File: config.mk
export PLATFORM = sky130hd
export DESIGN_NAME = gpio_irq_cause
export DESIGN_NICKNAME = d
export VERILOG_FILES = /design/src/rtl/gpio_irq_pkg.sv /design/src/rtl/gpio_irq_ctrl.sv /design/src/rtl/gpio_irq_dp.sv /design/src/rtl/gpio_irq_cause.sv
export SDC_FILE = /design/constraint.sdc
export NUM_CORES = 1
export LEC_CHECK = 0
export BUFFER_PORTS_ARGS = -buffer_cell sky130_fd_sc_hd__buf_4
export CAP_MARGIN = 30
export CORE_ASPECT_RATIO = 1.5
export CORE_MARGIN = 5
export CORE_UTILIZATION = 40
export DETAILED_ROUTE_END_ITERATION = 7
export GPL_ROUTABILITY_DRIVEN = 0
export HOLD_SLACK_MARGIN = 0.06
export PLACE_DENSITY_LB_ADDON = 0.05
export SLEW_MARGIN = 20
export SYNTH_ARGS = -nofsm -noshare
export SYNTH_HDL_FRONTEND = slang
export SYNTH_SLANG_ARGS = --single-unit
File: constraint.sdc
create_clock -name clk -period 1.6 [get_ports clk]
set_clock_uncertainty 0.2 [all_clocks]
set_input_delay 0.16 -clock clk [delete_from_list [all_inputs] [get_ports clk]]
set_output_delay 0.16 -clock clk [all_outputs]
set_load 0.005 [all_outputs]
File: src/rtl/gpio_irq_pkg.sv
package gpio_irq_pkg;
  localparam int ADDR_W = 3;

  typedef enum logic [ADDR_W-1:0] {
    SEL_DATA_IN   = 3'd0,
    SEL_POLARITY  = 3'd1,
    SEL_DIRECTION = 3'd2,
    SEL_LVL_MASK  = 3'd3,
    SEL_EDGE_MASK = 3'd4,
    SEL_CAUSE     = 3'd5
  } regSel_e;

  typedef struct packed {
    logic    wrPol;
    logic    wrDir;
    logic    wrLvl;
    logic    wrEdgeMask;
    logic    wrCause;
    logic    rdValid;
    regSel_e rdSel;
  } ctrlStrobes_t;
endpackage

File: src/rtl/gpio_irq_ctrl.sv
module gpio_irq_ctrl
  import gpio_irq_pkg::*;
(
  input  logic              regWe,
  input  logic [ADDR_W-1:0] regAddr,
  output ctrlStrobes_t      strobes
);
  regSel_e sel;

  always_comb begin
    sel                = regSel_e'(regAddr);
    strobes            = '0;
    strobes.rdSel      = sel;
    strobes.rdValid    = (regAddr <= ADDR_W'(SEL_CAUSE));
    strobes.wrPol      = regWe && (sel == SEL_POLARITY);
    strobes.wrDir      = regWe && (sel == SEL_DIRECTION);
    strobes.wrLvl      = regWe && (sel == SEL_LVL_MASK);
    strobes.wrEdgeMask = regWe && (sel == SEL_EDGE_MASK);
    strobes.wrCause    = regWe && (sel == SEL_CAUSE);
  end
endmodule

File: src/rtl/gpio_irq_dp.sv
module gpio_irq_dp
  import gpio_irq_pkg::*;
#(
  parameter  int NUM_LINES   = 32,
  parameter  int GROUP_SIZE  = 8,
  parameter  int SYNC_STAGES = 2,
  localparam int NUM_GROUPS  = NUM_LINES / GROUP_SIZE
) (
  input  logic                  clk,
  input  logic                  rst,
  input  logic [NUM_LINES-1:0]  pinIn,
  input  logic [NUM_LINES-1:0]  wrData,
  input  ctrlStrobes_t          strobes,
  output logic [NUM_LINES-1:0]  rdData,
  output logic [NUM_LINES-1:0]  dataIn,
  output logic [NUM_LINES-1:0]  polQ,
  output logic [NUM_LINES-1:0]  dirQ,
  output logic [NUM_LINES-1:0]  lvlMaskQ,
  output logic [NUM_LINES-1:0]  edgeMaskQ,
  output logic [NUM_LINES-1:0]  causeQ,
  output logic [NUM_GROUPS-1:0] irqGroup
);
  logic [NUM_LINES-1:0] syncStage [SYNC_STAGES];
  logic [NUM_LINES-1:0] histQ;
  logic [NUM_LINES-1:0] pinNow, prevView, edgeHit, causeNext;
  logic [NUM_LINES-1:0] lineReq, rdNext;

  // Input synchronizer chain plus one history stage for edge detection
  always_ff @(posedge clk) begin
    if (rst) begin
      for (int s = 0; s < SYNC_STAGES; s++) syncStage[s] <= '0;
      histQ <= '0;
    end else begin
      syncStage[0] <= pinIn;
      for (int s = 1; s < SYNC_STAGES; s++) syncStage[s] <= syncStage[s-1];
      histQ <= syncStage[SYNC_STAGES-1];
    end
  end

  // Both current and previous views use today's polarity, so a polarity
  // flip with a steady pin yields no transition.
  always_comb begin
    pinNow   = syncStage[SYNC_STAGES-1];
    dataIn   = pinNow ^ polQ;
    prevView = histQ ^ polQ;
    edgeHit  = dataIn & ~prevView & dirQ;
    causeNext = (strobes.wrCause ? (causeQ & wrData) : causeQ) | edgeHit;
  end

  always_ff @(posedge clk) begin
    if (rst) begin
      polQ      <= '0;
      dirQ      <= '0;
      lvlMaskQ  <= '0;
      edgeMaskQ <= '0;
      causeQ    <= '0;
    end else begin
      if (strobes.wrPol)      polQ      <= wrData;
      if (strobes.wrDir)      dirQ      <= wrData;
      if (strobes.wrLvl)      lvlMaskQ  <= wrData;
      if (strobes.wrEdgeMask) edgeMaskQ <= wrData;
      causeQ <= causeNext;
    end
  end

  assign lineReq = (dataIn & lvlMaskQ & dirQ) | (causeQ & edgeMaskQ);

  for (genvar g = 0; g < NUM_GROUPS; g++) begin : gGroup
    assign irqGroup[g] = |lineReq[g*GROUP_SIZE +: GROUP_SIZE];
  end

  always_comb begin
    rdNext = '0;
    if (strobes.rdValid) begin
      case (strobes.rdSel)
        SEL_DATA_IN:   rdNext = dataIn & dirQ;
        SEL_POLARITY:  rdNext = polQ;
        SEL_DIRECTION: rdNext = dirQ;
        SEL_LVL_MASK:  rdNext = lvlMaskQ;
        SEL_EDGE_MASK: rdNext = edgeMaskQ;
        SEL_CAUSE:     rdNext = causeQ;
        default:       rdNext = '0;
      endcase
    end
  end

  always_ff @(posedge clk) begin
    if (rst) rdData <= '0;
    else     rdData <= rdNext;
  end
endmodule

File: src/rtl/gpio_irq_cause.sv
module gpio_irq_cause
  import gpio_irq_pkg::*;
#(
  parameter  int NUM_LINES   = 32,
  parameter  int GROUP_SIZE  = 8,
  parameter  int SYNC_STAGES = 2,
  localparam int NUM_GROUPS  = NUM_LINES / GROUP_SIZE
) (
  input  logic                  clk,
  input  logic                  rst,
  input  logic [NUM_LINES-1:0]  pinIn,
  input  logic [ADDR_W-1:0]     regAddr,
  input  logic                  regWe,
  input  logic [NUM_LINES-1:0]  regWrData,
  output logic [NUM_LINES-1:0]  regRdData,
  output logic [NUM_GROUPS-1:0] irqGroup
);
  ctrlStrobes_t         strobes;
  logic [NUM_LINES-1:0] dataIn, polQ, dirQ, lvlMaskQ, edgeMaskQ, causeQ;

  gpio_irq_ctrl u_ctrl (
    .regWe   (regWe),
    .regAddr (regAddr),
    .strobes (strobes)
  );

  gpio_irq_dp #(
    .NUM_LINES   (NUM_LINES),
    .GROUP_SIZE  (GROUP_SIZE),
    .SYNC_STAGES (SYNC_STAGES)
  ) u_dp (
    .clk       (clk),
    .rst       (rst),
    .pinIn     (pinIn),
    .wrData    (regWrData),
    .strobes   (strobes),
    .rdData    (regRdData),
    .dataIn    (dataIn),
    .polQ      (polQ),
    .dirQ      (dirQ),
    .lvlMaskQ  (lvlMaskQ),
    .edgeMaskQ (edgeMaskQ),
    .causeQ    (causeQ),
    .irqGroup  (irqGroup)
  );
endmodule

---- Word level (Yosys, flattened, before mapping) ----
Memory sizes are Yosys's and may differ from the RTL's.
Cells that the tools add are included.
storage, ports and cells
  memories ................................ 1
  register bits after elaboration ......... 224
  RAM bits ................................ 64
  output and inout port bits .............. 36
  word-level logic and storage cells ...... 47
operators by class
  equal/unequal tests ..................... 5
  reductions and logical operators ........ 11
  mux-type cells .......................... 7
  $lt $le $gt $ge ......................... 1
  bitwise gates (word level) .............. 15
memory list
  name            words  bits a word  rd ports  clocked after memory_dff  wr ports  line               RTL
  u_dp.syncStage  2      32           2         0                         2         gpio_irq_dp.sv:23  logic [NUM_LINES-1:0] syncStage [SYNC_STAGES];
operators with widths
  operator            count
  $and 32x32->32      7
  $pmux 32 s6         1
  $mux 32             3
  $or 32x32->32       2
  $xor 32x32->32      2
  $not 32->32         1
  $reduce_or 8->1     4
  $eq 3x2->1 const B  2
  $eq 3x3->1 const B  2
  $logic_and 1x1->1   5
  $eq 3x1->1 const B  1
  $le 3x3->1 const B  1
  $logic_not 3->1     1
  $mux 1              3
  $or 1x1->1          2
  $reduce_or 2->1     1
  $not 1->1           1

---- Longest topological paths before layout ----
Gate-level depths: netlist of the first run.
  depth in word-level cells ............... 5
  depth in mapped cells ................... 7
  gate-level depth less buffers ........... 4

---- By module ----
A second synthesis of the first run with hierarchy kept.
unflattened totals
  cell total of the unflattened synthesis .. 1268
  area, all modules ....................... 12047.8 sq um
modules (own cells, without submodules)
  module         times used  cells each  area an instance (sq um)
  gpio_irq_dp    1           1259        11961.5
  gpio_irq_ctrl  1           9           86.3

---- Least setup slack after synthesis of the first run ----
Ideal clock, no wire load.
  path type ............................... reg2out
  start point ............................. reg u_dp.polQ[29]
  end point ............................... out irqGroup[3]
  arrival ................................. 1165 ps
  stages on the path, launching flop included .. 5
  data required time ...................... 1240 ps
  slack ................................... 75 ps
  path through ............................ dfxtp_1 xor2_1 and2_1 a2111oi_0 nand4_1
between the ends
  word-level cells in the longest chain between the ends .. 5
ends and longest elaborated chain
  element                       line                  RTL
  start: declaration            gpio_irq_dp.sv:16     output logic [NUM_LINES-1:0] polQ,
  start signal: assignment      gpio_irq_dp.sv:58     if (strobes.wrPol) polQ <= wrData;
  $xor 32x32->32                gpio_irq_dp.sv:44     dataIn = pinNow ^ polQ;
  $and 32x32->32 (2 in series)  gpio_irq_dp.sv:66     assign lineReq = (dataIn & lvlMaskQ & dirQ) | (causeQ & edgeMaskQ);
  $or 32x32->32                 gpio_irq_dp.sv:66
  $reduce_or 8->1               gpio_irq_dp.sv:69     assign irqGroup[g] = |lineReq[g*GROUP_SIZE +: GROUP_SIZE];
  end: declaration              gpio_irq_cause.sv:16  output logic [NUM_GROUPS-1:0] irqGroup
No other way between the ends.

---- Final worst setup path of the first run ----
  start point ............................. reg u_dp.causeQ[4]
  end point ............................... out irqGroup[0]
between the ends
  word-level cells in the longest chain between the ends .. 3
ends and longest elaborated chain
  element                   line               RTL
  start: declaration        gpio_irq_dp.sv:20  output logic [NUM_LINES-1:0] causeQ,
  start signal: assignment  gpio_irq_dp.sv:62  causeQ <= causeNext;
  $and 32x32->32            gpio_irq_dp.sv:66
  $or 32x32->32             gpio_irq_dp.sv:66
  $reduce_or 8->1           gpio_irq_dp.sv:69
No other way between the ends.

==> results.sh, run 1 <==
export IMPL_syn_area_per_cell_sq_um=8.42
export IMPL_fp_dieH_um=220
export IMPL_fillers=2849
export IMPL_h_tree_depth=1
export IMPL_num_rows=77
export IMPL_finalSetupViolations=56
export IMPL_synthArstFlopShare=0
export IMPL_synth_warnings=0
export IMPL_startpoint_type="register"
export IMPL_met1_length_um=16100
export IMPL_num_antenna_cells=0
export IMPL_antenna_found_initial=0
export IMPL_p_leak_nw=6.25
export IMPL_slew_headroom=0.564
export IMPL_synth_top_family_by_area="simple AND/OR/NAND/NOR gates"
export IMPL_dr_pass1_iters=7
export IMPL_dpl_instance_area_sq_um=13800
export IMPL_seqPwrFrac=0.481
export IMPL_place_inst=1936
export IMPL_hold_violations=0
export IMPL_final_cells=2111
export IMPL_internal_power_mw=11.9
export IMPL_grt_pass1_vias=10700
export IMPL_clock_path_buffers=3
export IMPL_synth_mux_area_frac=0.0272
export IMPL_global_route_usage_total=0.223
export IMPL_yosys_cell_count_top_type="nand2_1"
export IMPL_wl_met2_um=18400
export IMPL_synth_area_sq_um=11800
export IMPL_synth_compound_area_frac=0.178
export IMPL_net_switching_power_mw=3.69
export IMPL_fp_coreArea_sq_um=29300
export IMPL_outcome="complete, but fails checks"
export IMPL_power_mw=15.5
export IMPL_p_clk_frac=0.423
export IMPL_drtAntennaViolNets=0
export IMPL_synth_xor_area_frac=0.0305
export IMPL_drive_gt1_frac=0.199
export IMPL_p_comb_frac=0.095
export IMPL_arrival_ps=1840
export IMPL_hpwl_um=23600
export IMPL_cts_tree="done"
export IMPL_end_kind="output pin"
export IMPL_fin_crit_sh=1.38
export IMPL_grt_overflow=0
export IMPL_cts_reportedPaths_clkPinSlew_ps=60
export IMPL_clock_fmax_mhz=454
export IMPL_yosys_area_top_type="dfxtp_1"
export IMPL_synth_common_cells="nand2_1 (345), dfxtp_1 (288), a21oi_1 (208)"
export IMPL_tightest_slew_ps=652
export IMPL_synth_seq_cells=288
export IMPL_clock_sinks=288
export IMPL_ctsRootBufferMaster="clkbuf_16"
export IMPL_synth_edff_count=0
export IMPL_routed_wirelength_um=37200
export IMPL_synth_area_leaders="dfxtp_1 (49%), nand2_1 (11%), a21oi_1 (8.8%)"
export IMPL_yosysUniqueCellTypes=48
export IMPL_p_per_area_nw_per_um2=968
export IMPL_swShare=0.237
export IMPL_synth_adder_area_share=0
export IMPL_nNetsFinal=1765
export IMPL_dieWidth_um=150
export IMPL_drt_vias_per_instance=5.09
export IMPL_rsz0062_at_grt="true"
export IMPL_violations="negative setup slack"
export IMPL_cts_buffers=29
export IMPL_drc=0
export IMPL_cp_slowest_stage_delay_ps=360
export IMPL_worst_r2r_setup_slack_ps=60
export IMPL_io_pins=106
export IMPL_synth_flop_cell="dfxtp_1"
export IMPL_maxCapViolations=0
export IMPL_crit_type="reg2out"
export IMPL_synth_seq_area_share=0.489
export IMPL_grt_pass1_wl_um=58500
export IMPL_top_layer="met4"
export IMPL_drt_iter0_markers=639
export IMPL_worst_hold_slack_ps=73.4
export IMPL_layout_setup_ws_ps=-601
export IMPL_cp_data_required_time_ps=1240
export IMPL_critPathMaxFanout=3
export IMPL_slew_violations=0
export IMPL_fin_setup_tns_ps=-18600
export IMPL_syn2layout_area_growth_pct=36.3
export IMPL_vias=10800
export IMPL_synth_cells=1399
export IMPL_wl_per_cell_um=17.6
export IMPL_wl_met3_um=1610
export IMPL_io_buffers=105
export IMPL_fin_area_sq_um=16100
export IMPL_yosys_area_share_simple=0.227
export IMPL_grt_max_degree=99
export IMPL_hp_class="in2reg"
export IMPL_start_util=0.402
export IMPL_insertion_delay_ps=560
export IMPL_peakVddDrop_v=0.000801
export IMPL_synth_fp_nets=1469
export IMPL_period_minus_slack_ps=2200
export IMPL_die_area_sq_um=33100
export IMPL_crit_chain="a22oi_1, nand4_1, a31oi_1, nand3_4, buf_6"
export IMPL_yosysTopAreaCellShare=0.489
export IMPL_cp_slowest_cell="a31oi_1"
[cell type report]
type,count,area (sq um),area share
inverter,23,86.3,0.00538
clock buffer,42,835,0.0520
sequential,288,5800,0.361
clock inverter,10,75.1,0.00468
multi-input combinational,998,5560,0.347
timing repair buffer,355,3210,0.200
tap,395,494,0.0308
[critical path, delay by kind of cell (launching register included)]
| family | cells | cell delay, ps |
|---|---|---|
| flip-flops | 1 | 330 |
| AND/OR/NAND/NOR | 2 | 240 |
| buffers and inverters | 1 | 130 |
| AO/OA/AOI/OAI | 2 | 590 |
[path summary, 6_finish.rpt]
| kind | start | to | depth (start not counted) |
|---|---|---|---|
| setup / recovery | u_dp.causeQ[4]$_SDFF_PP0_ | irqGroup[0] | 5 |
| hold / removal | regAddr[0] | u_dp.rdData[13]$_SDFF_PP0_ | 5 |
| setup reg to reg | u_dp.syncStage[0][45]$_SDFF_PP0_ | u_dp.rdData[13]$_SDFF_PP0_ | 4 |
| hold reg to reg | u_dp.syncStage[0][12]$_SDFF_PP0_ | u_dp.syncStage[0][44]$_SDFF_PP0_ | 1 |
[power groups by stage]
stage,logic (mW),clock network [mW],registers (mW)
after floorplan,0.610,0,7.62
after global placement,1.23,0,7.64
after detailed placement,1.23,0,7.64
after CTS,1.47,6.75,7.48
after global routing,1.60,7.06,7.50
final,1.48,6.58,7.48
[metal layers]
layer / track usage / vias to the layer above
met3: 0.0240 / 64
met4: 0.0717 / 0
li1: - / 5329
met1: 0.283 / 5106
met5: 0 / -
met2: 0.396 / 252
[sequential cells by signal, summed over array words and instances (netlist names)]
signal          flops
u_dp.syncStage     64
u_dp.lvlMaskQ      32
u_dp.polQ          32
u_dp.edgeMaskQ     32
u_dp.dirQ          32
u_dp.rdData        32
u_dp.histQ         32
u_dp.causeQ        32
[cells in the final DEF (no fill, tap or decap), drive strengths merged, types with 2 or more instances in the layout]
master / n
a22o: 3
and2: 13
nor2: 3
nand3: 35
o32ai: 4
a21oi: 209
xor2: 31
a31oi: 11
nand2: 345
mux2: 8
or4bb: 4
mux2i: 23
o21a: 5
dlygate4sd3: 115
clkbuf: 45
buf: 234
o22ai: 21
nand2b: 24
and3: 7
dlymetal6s4s: 2
a221oi: 6
o221ai: 21
inv: 22
and4: 3
nand4: 5
nor2b: 117
a22oi: 23
clkinv: 10
dfxtp: 288
a21boi: 3
or2: 2
nand3b: 2
xnor2: 10
o21ai: 51
nor3b: 2
[stage by stage]
| stage | util | worst slack (ps) |
|---|---|---|
| floorplan | - | 74.9 |
| global placement | 0.470 | -151 |
| detailed placement | 0.470 | -137 |
| CTS | 0.546 | -644 |
| global route | 0.548 | -706 |
| finish | 0.548 | -601 |
[cell families after synthesis]
logic type	Yosys count
AND/OR/NAND/NOR	563
AO/OA/AOI/OAI	363
flip-flops	288
buffers and inverters	113
XOR/XNOR	41
multiplexers	31
[what timing repair did]
action,in CTS,in global routing
resized for setup,32,28
endpoints found under the hold margin,287,189
buffers inserted,3,0
hold buffers,119,4
setup endpoints to repair,5,167
pin swaps,21,10
(Power assumes the default switching activity.)
==> run 2: changes to the inputs <==
clock period = 2.2 ns   (was 1.6 ns; I/O delays follow)
==> results.sh, run 2 (synthesis gave the netlist of run 1 again) <==
export IMPL_outcome="complete, but fails checks"
export IMPL_fin_crit_sh=1.07
export IMPL_hold_path_endpoint="u_dp.rdData[31]$_SDFF_PP0_"
export IMPL_p_per_area_nw_per_um2=796
export IMPL_ff2ff_path_depth=3
export IMPL_crit_type="reg2out"
export IMPL_drt_iter0_markers=627
export IMPL_clock_fmax_mhz=425
export IMPL_final_common_cell="nand2_1"
export IMPL_worstReg2RegEnd="u_dp.rdData[3]$_SDFF_PP0_"
export IMPL_hp_class="in2reg"
export IMPL_routed_wirelength_um=36000
export IMPL_grt_pass1_wl_um=56600
export IMPL_layout_cells_most_common_list="nand2_1 (345), dfxtp_1 (269), a21oi_1 (207), buf_4 (139), nor2b_1 (113)"
export IMPL_hpwl_um=22500
export IMPL_cp_data_required_time_ps=1780
export IMPL_drive_gt1_frac=0.162
export IMPL_min_path_cells=3
export IMPL_end_kind="output pin"
export IMPL_cts_tree="done"
export IMPL_slew_headroom=0.640
export IMPL_dieWidth_um=150
export IMPL_startpoint_type="register"
export IMPL_die_area_sq_um=33100
export IMPL_clock_sinks=288
export IMPL_start_util=0.402
export IMPL_peakVddDrop_v=0.000579
export IMPL_antenna_found_initial=0
export IMPL_insertion_delay_ps=560
export IMPL_crit_buf_inv=1
export IMPL_maxCapViolations=0
export IMPL_cp_slowest_cell="a222oi_1"
export IMPL_drtAntennaViolNets=0
export IMPL_min_delay_start="regAddr[2]"
export IMPL_drt_vias_per_instance=5.20
export IMPL_io_buffers=105
export IMPL_dpl_instance_area_sq_um=13000
export IMPL_tightest_slew_ps=539
export IMPL_num_antenna_cells=0
export IMPL_critPathMaxFanout=2
export IMPL_hold_violations=0
export IMPL_cts_reportedPaths_clkPinSlew_ps=60
export IMPL_dr_pass1_iters=7
export IMPL_period_minus_slack_ps=2350
export IMPL_pre_cts_ws_ps=228
export IMPL_cts_buffers=30
export IMPL_drc=0
export IMPL_num_rows=77
export IMPL_cp_slowest_stage_delay_ps=390
export IMPL_top_register="u_dp.syncStage"
export IMPL_clock_path_buffers=3
export IMPL_cpLargestDelayFamily="compound AO/OA/AOI/OAI gates"
export IMPL_power_mw=12.0
export IMPL_worst_r2r_setup_slack_ps=740
export IMPL_h_tree_depth=1
export IMPL_crit_chain="xor2_1, and2_4, a222oi_1, nand3_1, buf_4"
export IMPL_layout_setup_ws_ps=-154
export IMPL_fp_dieH_um=220
export IMPL_wl_per_cell_um=18.1
export IMPL_fin_area_sq_um=15100
export IMPL_fin_util=0.514
export IMPL_vias=10300
export IMPL_slew_violations=0
export IMPL_global_route_usage_total=0.216
export IMPL_p_leak_nw=5.60
export IMPL_fp_coreArea_sq_um=29300
export IMPL_finalSetupViolations=2
export IMPL_nNetsFinal=1640
export IMPL_reg2reg_from="u_dp.syncStage[0][35]$_SDFF_PP0_"
export IMPL_io_pins=106
export IMPL_grt_max_degree=53
export IMPL_grt_pass1_vias=10000
export IMPL_grt_overflow=0
export IMPL_violations="negative setup slack"
export IMPL_rsz0062_at_grt="true"
export IMPL_ctsRootBufferMaster="clkbuf_16"
export IMPL_arrival_ps=1930
export IMPL_largest_reg_flops=64
export IMPL_syn2layout_area_growth_pct=27.9
export IMPL_fin_setup_tns_ps=-241
[run 2: cell count changes in the layout (fill, tap and decap cells not counted), sizes merged]
cell          delta
buf             -84
bufinv           +5
dlymetal6s2s     -1
dlymetal6s4s     -2
clkinv           -2
clkbuf           -3
dlygate4sd3     -37
[run 2: final cells by class]
type / count / area, sq um
fillers: 2937 / 14200
flip-flops and latches: 288 / 5790
multi-input cells: 998 / 5570
repair buffers: 229 / 2020
clock buffers: 41 / 883
well taps: 395 / 494
clock inverters: 13 / 215
inverters: 23 / 86.3
[run 2: where the power goes]
group,switching [mW],internal (mW)
registers,0.0962,5.36
logic,0.500,0.418
clock network,2.12,3.49
[run 2: metrics by stage]
step	hold slack (ps)	std cells
3_5_place_dp	224	1850
6_report	86.1	1987
2_1_floorplan	148	1399
4_1_cts	63.0	1986
5_1_grt	95.4	1987
3_3_place_gp	217	1850
[run 2: worst max-delay path by stage]
stage / startpoint / to / slack, ps / depth (start not counted)
global placement: u_dp.polQ[17]$_SDFFE_PP0P_ / irqGroup[2] / 280 / 5
finish: u_dp.syncStage[0][33]$_SDFF_PP0_ / irqGroup[0] / -150 / 5
detailed placement: u_dp.polQ[29]$_SDFFE_PP0P_ / irqGroup[3] / 230 / 5
global route: u_dp.syncStage[0][33]$_SDFF_PP0_ / irqGroup[0] / -270 / 5
floorplan: u_dp.polQ[29]$_SDFFE_PP0P_ / irqGroup[3] / 610 / 4
CTS: u_dp.syncStage[0][33]$_SDFF_PP0_ / irqGroup[0] / -200 / 5
[run 2: timing repair]
action,4_1_cts,5_1_grt
gates resized for setup,21,27
gates cloned,0,0
setup buffers,4,1
endpoints found under the setup margin,4,6
pin swaps,13,12
hold buffers,78,0
hold endpoints to repair,211,0
[run 2: worst reg2reg max path, delay by kind of cell (launching register included)]
family	cells	cell delay [ps]
simple gates	1	510
compound gates	2	270
flops	1	430
[run 2: per-layer routing]
layer / share of wire / GRT usage / routed length (um) / up-vias
met1: 0.45 / 0.280 / 16000 / 5012
met2: 0.49 / 0.378 / 17800 / 201
met5: 0 / 0 / 0 / -
met3: 0.037 / 0.0236 / 1320 / 58
li1: - / - / - / 5062
met4: 0.024 / 0.0672 / 868 / 0
